`src/rtl/vc_credit_tx.sv`:
```
module vc_credit_tx #(
  parameter int DW = 32,
  parameter int CW = 8
) (
  input  logic              clk,
  input  logic              rst_n,
  input  logic [CW-1:0]     cfg_max0,
  input  logic [CW-1:0]     cfg_max1,
  input  logic [CW-1:0]     cfg_thr0,
  input  logic [CW-1:0]     cfg_thr1,
  input  logic [1:0]        up_valid,
  output logic [1:0]        up_ready,
  input  logic [2*DW-1:0]   up_data,
  input  logic [2*DW/8-1:0] up_be,
  input  logic [1:0]        up_head,
  input  logic [1:0]        up_last,
  output logic              dn_valid,
  input  logic              dn_ready,
  output logic [DW-1:0]     dn_data,
  output logic [DW/8-1:0]   dn_be,
  output logic              dn_vc,
  output logic              dn_head,
  output logic              dn_last,
  input  logic              ret_valid,
  input  logic              ret_vc,
  input  logic [2:0]        ret_cnt,
  output logic [2*CW-1:0]   cred_lvl,
  output logic [1:0]        low,
  output logic [1:0]        err_ovf
);
  localparam int BW = DW / 8;

  logic [CW-1:0] cred_q [2];
  logic [1:0]    elig;
  logic          prefer0;

  for (genvar v = 0; v < 2; v++) begin : g_vc
    logic [CW-1:0] mx, thr;
    logic [3:0]    len;
    logic          take;
    logic [2:0]    add;
    logic [CW+1:0] sum;

    assign mx   = (v == 1) ? cfg_max1 : cfg_max0;
    assign thr  = (v == 1) ? cfg_thr1 : cfg_thr0;
    assign len  = up_data[v*DW +: 4];
    assign take = up_valid[v] & up_ready[v];
    assign add  = (ret_valid && ret_vc == 1'(v)) ? ret_cnt : 3'd0;
    assign sum  = {2'b00, cred_q[v]} - (CW+2)'(take) + (CW+2)'(add);

    assign elig[v] = up_valid[v] && cred_q[v] != '0 &&
                     (!up_head[v] || cred_q[v] >= CW'(len));
    assign low[v]  = cred_q[v] < thr;
    assign cred_lvl[v*CW +: CW] = cred_q[v];

    always_ff @(posedge clk) begin
      if (!rst_n) begin
        cred_q[v]  <= mx;
        err_ovf[v] <= 1'b0;
      end else if (sum > {2'b00, mx}) begin
        cred_q[v]  <= mx;
        err_ovf[v] <= 1'b1;
      end else begin
        cred_q[v]  <= sum[CW-1:0];
        err_ovf[v] <= 1'b0;
      end
    end

    AST_SEND_DEC: assert property (@(posedge clk) disable iff (!rst_n)
      (up_valid[v] && up_ready[v] && !(ret_valid && ret_vc == 1'(v)))
      |=> cred_q[v] == $past(cred_q[v]) - 1'b1);
    AST_NO_EMPTY_SEND: assert property (@(posedge clk) disable iff (!rst_n)
      up_ready[v] |-> cred_q[v] != '0);
    AST_HEAD_ROOM: assert property (@(posedge clk) disable iff (!rst_n)
      (up_ready[v] && up_head[v]) |-> cred_q[v] >= CW'(up_data[v*DW +: 4]));
    AST_NO_OVERFLOW: assert property (@(posedge clk) disable iff (!rst_n)
      cred_q[v] <= mx);
  end

  assign prefer0  = low[1] && (cred_q[0] > cfg_thr0);
  assign dn_valid = |elig;
  assign dn_vc    = (&elig) ? !prefer0 : elig[1];
  assign dn_data  = dn_vc ? up_data[DW +: DW] : up_data[0 +: DW];
  assign dn_be    = dn_vc ? up_be[BW +: BW]   : up_be[0 +: BW];
  assign dn_head  = up_head[dn_vc];
  assign dn_last  = up_last[dn_vc];
  assign up_ready = {dn_valid && dn_ready && dn_vc, dn_valid && dn_ready && !dn_vc};

  AST_ONE_GRANT: assert property (@(posedge clk) disable iff (!rst_n)
    $onehot0(up_ready));
  AST_STALL_HOLDS: assert property (@(posedge clk) disable iff (!rst_n)
    (!dn_ready && !ret_valid) |=> $stable(cred_lvl));
endmodule

```
`config.mk`:
```
export PLATFORM = sky130hd
export DESIGN_NAME = vc_credit_tx
export DESIGN_NICKNAME = d
export VERILOG_FILES = /design/src/rtl/vc_credit_tx.sv
export SDC_FILE = /design/constraint.sdc
export NUM_CORES = 1
export LEC_CHECK = 0
export ABC_AREA = 1
export BUFFER_PORTS_ARGS = -buffer_cell sky130_fd_sc_hd__buf_2
export CORE_MARGIN = 1.5
export CORE_UTILIZATION = 32
export CTS_CLUSTER_DIAMETER = 150
export DETAILED_ROUTE_END_ITERATION = 10
export SYNTH_ARGS = -nofsm -noshare
export SYNTH_HDL_FRONTEND = slang
export SYNTH_SLANG_ARGS = --single-unit
```
`constraint.sdc`:
```
create_clock -name clk -period 7.4 [get_ports clk]
set_clock_uncertainty 0.1 [all_clocks]
set_input_delay 0 -clock clk [delete_from_list [all_inputs] [get_ports clk]]
set_output_delay 0 -clock clk [all_outputs]
set_load 0.05 [all_outputs]
```
# --- Word level (Yosys, flattened, before mapping) ---
# Memory sizes are Yosys's and may differ from the RTL's.
# Cells that the tools add are included.
word_totals:
  reg_bits: 2
  ram_bits: 16
  inputBits: 118
  output_inout_bits: 62
  word_cells: 68
  mem_count: 1
mem_list:
  columns: ["memory", "words", "width", "read_ports", "rd_ports_with_merged_regs", "wr", "line", "rtl"]
  rows:
  - ["cred_q", 2, 8, 2, 0, 2, "33", "logic [CW-1:0] cred_q [2];"]
classes:
  addsub: 4
  order_cmp: 8
  mux: 26
  bitwise: 7
  n_reduce_logical: 20
ops:
  columns: ["operator", "n"]
  rows:
  - ["$mux 32", 1]
  - ["$mux 8", 4]
  - ["$add 9x4->10", 2]
  - ["$gt 10x8->1", 2]
  - ["$mux 1", 18]
  - ["$sub 8x1->9", 2]
  - ["$ge 8x4->1", 2]
  - ["$lt 8x8->1", 2]
  - ["$reduce_bool 8->1", 2]
  - ["$logic_and 1x1->1", 10]
  - ["$gt 8x8->1", 1]
  - ["$mux 3", 2]
  - ["$logic_not 1->1", 4]
  - ["$mux 4", 1]
  - ["$or 1x1->1", 4]
  - ["$and 1x1->1", 2]
  - ["$logic_or 1x1->1", 2]
  - ["$lt 1x2->1 const B", 1]
  - ["$reduce_and 2->1", 1]
  - ["$reduce_or 2->1", 1]
  - ["$not 1->1", 1]

# --- Logic depth before layout (Yosys ltp) ---
depth:
  word_depth: 16
  ltp_mapped: 36

# --- Worst setup path before layout ---
# No wires, ideal clock.
synth_path:
  path_type: "reg-to-reg"
  startpoint: "memory cred_q[0][6]"
  endpoint: "memory cred_q[0][7] (data pin)"
  setup_time_ns: 0.255
  arrival_ns: 5.752
  t_required_ns: 7.045
  setup_slack_ns: 1.293
  stages_incl_launch_ff: 32
  n_path_buf: 1
  period_less_slack_ns: 6.107
  path_cell_list: "edfxtp_1 -> ha_1 -> nand2_1 -> inv_1 -> nand3_1 -> inv_1 -> nand2_1 -> nor2b_1 -> nor2_1 -> nand3_2 -> nand2_2 -> buf_6 -> inv_1 -> nor2_1 -> ha_1 -> ha_1 -> fa_1 -> o21ai_0 -> nand3_1 -> nor2_1 -> nand3_2 -> nand2_1 -> inv_1 -> ha_1 -> nand2_1 -> inv_1 -> nand4_1 -> a21boi_0 -> nor2_2 -> nand3_4 -> nand2_1 -> nand2_1"
synth_lines:
  columns: ["element", "line"]
  rows:
  - ["start: declaration", "33"]

==> results.ini <==
[global_routing]
antenna_found_initial = 0
overflow = 0
grtUsageTotal = 0.181
grt_pass1_vias = 3744
grt_pass1_wl_um = 16500
grt_start_max_net_pins = 79

[clock_network]
cts_max_level = 1
postCtsHoldBufs = 16
cts_resized = 0
numClockSinks = 18
cts_tree = yes
cts_setup_buffers = 0
cts_made_buffers = 3
cts_root_buf = clkbuf_8
clock_path_buffers = 2
clkTransAtPathRegs_ps = 80
insertion_delay_ps = 270

[layout]
nets = 908
area_growth_pct = 38.1
fin_util = 0.454
final_cells = 874
num_antenna_cells = 0
drive_gt1_frac = 0.287

[power]
peakVddDrop_v = 0.0000545
clock_power_share = 0.120
finalPower_mw = 0.716
p_switching_mw = 0.394
power_leakage_nw = 2.84
switching_share = 0.550
internal_power_mw = 0.322
p_seq_frac = 0.207
combPwrFrac = 0.673
pwr_density_cell_nw_per_um2 = 153

[timing]
slew_violations = 0
max_freq_ghz = 0.178
fin_crit_ps = 5620
relSlewSlack = 0.579
rsz0062_at_grt = false
period_share = 0.759
finalHoldViolCount = 0
worst_slack_ps = 1780
setup_tns_ps = 0
setup_viol = 0
tightestPinTransition_ps = 631

[detailed_routing]
vias = 3982
first_pass_iters = 4
drc = 0
avgRoutedWirePerCell_um = 11.9
wl_um = 10400
postRouteAntennaNets = 0
vias_per_cell = 4.56
first_iter_violations = 210

[synth]
yosysTopAreaCellShare = 0.181
ys_seq_area_frac = 0.154
ys_ff_latch = 18
yosysMostFrequentCell = inv_1
postSynthCellCount = 533
ys_async_sr_fraction = 0
ys_warn_count = 0
syn_area_per_cell_um2 = 6.34
synth_top_area_cell = ha_1
synth_cell_types = 41
ys_top_cells_by_area = ha_1 18%, inv_1 15%, edfxtp_1 14%
synth_flop_cell = edfxtp_1
synth_area_um2 = 3380
synth_edf_count = 16
netlist_top_cells_count = 132 x inv_1, 126 x nand2_1, 49 x ha_1, 38 x o21ai_0

[worst_setup_path]
crit_path_start = cred_q[1][3]
crit_fanout = 78
cp.arrival_ps = 5650
slowest_stage = edfxtp_1
critPathMaxStageDelay_ps = 550
crit_type = reg -> reg
cp.required_ps = 7440
r2r_start = cred_q[1][3]
end_kind = flip-flop
crit_path_start_kind = flip-flop

[floorplanning]
die_width_um = 106
coreArea_um2 = 10300
die_area_um2 = 11200
ios = 180
fp-row-count = 37
fp.dieH_um = 106
initial_utilization = 0.329

[min_path]
min_path_type = in -> reg
holdCritStartpoint = rst_n

[placement]
place_ws_ps = 1830
io_buffers = 179
dp.cells = 854
place.gp.congestion = 0.818
dp_hpwl_um = 9060

[run_status]
status = completed

[run]
drv_cap = 0

## metal layers
| metal | vias to the layer above | wire length (µm) | GRT usage |
|---|---|---|---|
| met2 | 117 | 5220 | 0.348 |
| met5 | - | 0 | 0 |
| met1 | 1764 | 4520 | 0.211 |
| li1 | 2091 | - | - |
| met3 | 10 | 532 | 0.0155 |
| met4 | 0 | 158 | 0.0492 |
## cell type report
cell class / count / area (µm²)
fill: 1088 / 5610
tap: 136 / 170
clock buffer: 4 / 55.1
sequential: 18 / 520
timing repair buffer: 196 / 1060
multi-input combinational: 387 / 2360
inverter: 133 / 499
## cells by family (layout without fill, tap and decap cells)
group,count (synthesis),after routing,synth area share
AOI/OAI and AO/OA,75,75,0.124
adders and majority gates,51,51,0.193
buffers and inverters,143,333,0.164
and+or+nand+nor,232,232,0.327
other,1,16,0.00111
xor gates and xnor gates,13,13,0.0359
DFF,18,18,0.154
## worst paths after layout
check	end	slack [ps]	depth (start not counted)
worst max register to register	cred_q[1][6]	1780	29
worst min-delay path	err_ovf[1]	50	3
worst max-delay path	cred_q[1][6]	1780	29
worst min register to register	err_ovf[0]	870	5
## power groups by stage
stage / Clock [mW] / Sequential (mW) / Combinational, mW
after floorplan: 0 / 0.187 / 0.313
after global placement: 0 / 0.150 / 0.468
after detailed placement: 0 / 0.151 / 0.477
after CTS: 0.0878 / 0.148 / 0.485
after global routing: 0.0907 / 0.150 / 0.532
final: 0.0855 / 0.148 / 0.482
## worst max-delay path, delay by kind of cell (launching register included)
family          cells  cell delay [ps]
compound gates      5              860
xor+xnor            2              310
fa+ha+maj           5             1540
buf+inv             3              670
simple gates       14             1410
flops               1              550
## state kept, by name (all words and copies together), names as in the netlist
name / flops
err_ovf: 2
cred_q: 16
## stage by stage
| step | cell area [µm²] | hold WS (ps) |
|---|---|---|
| 4_1_cts | 4670 | 42.8 |
| 3_5_place_dp | 4450 | 189 |
| 5_1_grt | 4670 | 112 |
| 3_3_place_gp | 4450 | 184 |
| 6_report | 4670 | 48.2 |
| 2_1_floorplan | 3440 | 78.6 |
## placed cells by master (no fill, tap or decap), types with 2 or more instances in the layout
cell | synthesis | final
nor2_2 | 9 | 9
o21ai_0 | 38 | 38
clkbuf_8 | 0 | 4
xor2_1 | 6 | 6
nand2_2 | 4 | 4
dfxtp_1 | 2 | 2
o21ai_1 | 10 | 10
nand3_2 | 3 | 3
ha_1 | 49 | 49
xnor2_1 | 6 | 6
o21bai_1 | 3 | 3
conb_1 | 1 | 16
and2_1 | 2 | 2
nand2_1 | 126 | 126
nand3_1 | 22 | 22
a21oi_1 | 16 | 16
fa_1 | 2 | 2
edfxtp_1 | 16 | 16
dlygate4sd3_1 | 0 | 16
nor2_4 | 2 | 2
buf_2 | 3 | 179
nor2_1 | 28 | 28
nor3_1 | 2 | 2
inv_1 | 132 | 132
nand4_1 | 28 | 28
a21boi_0 | 2 | 2
(Power assumes the default switching activity.)
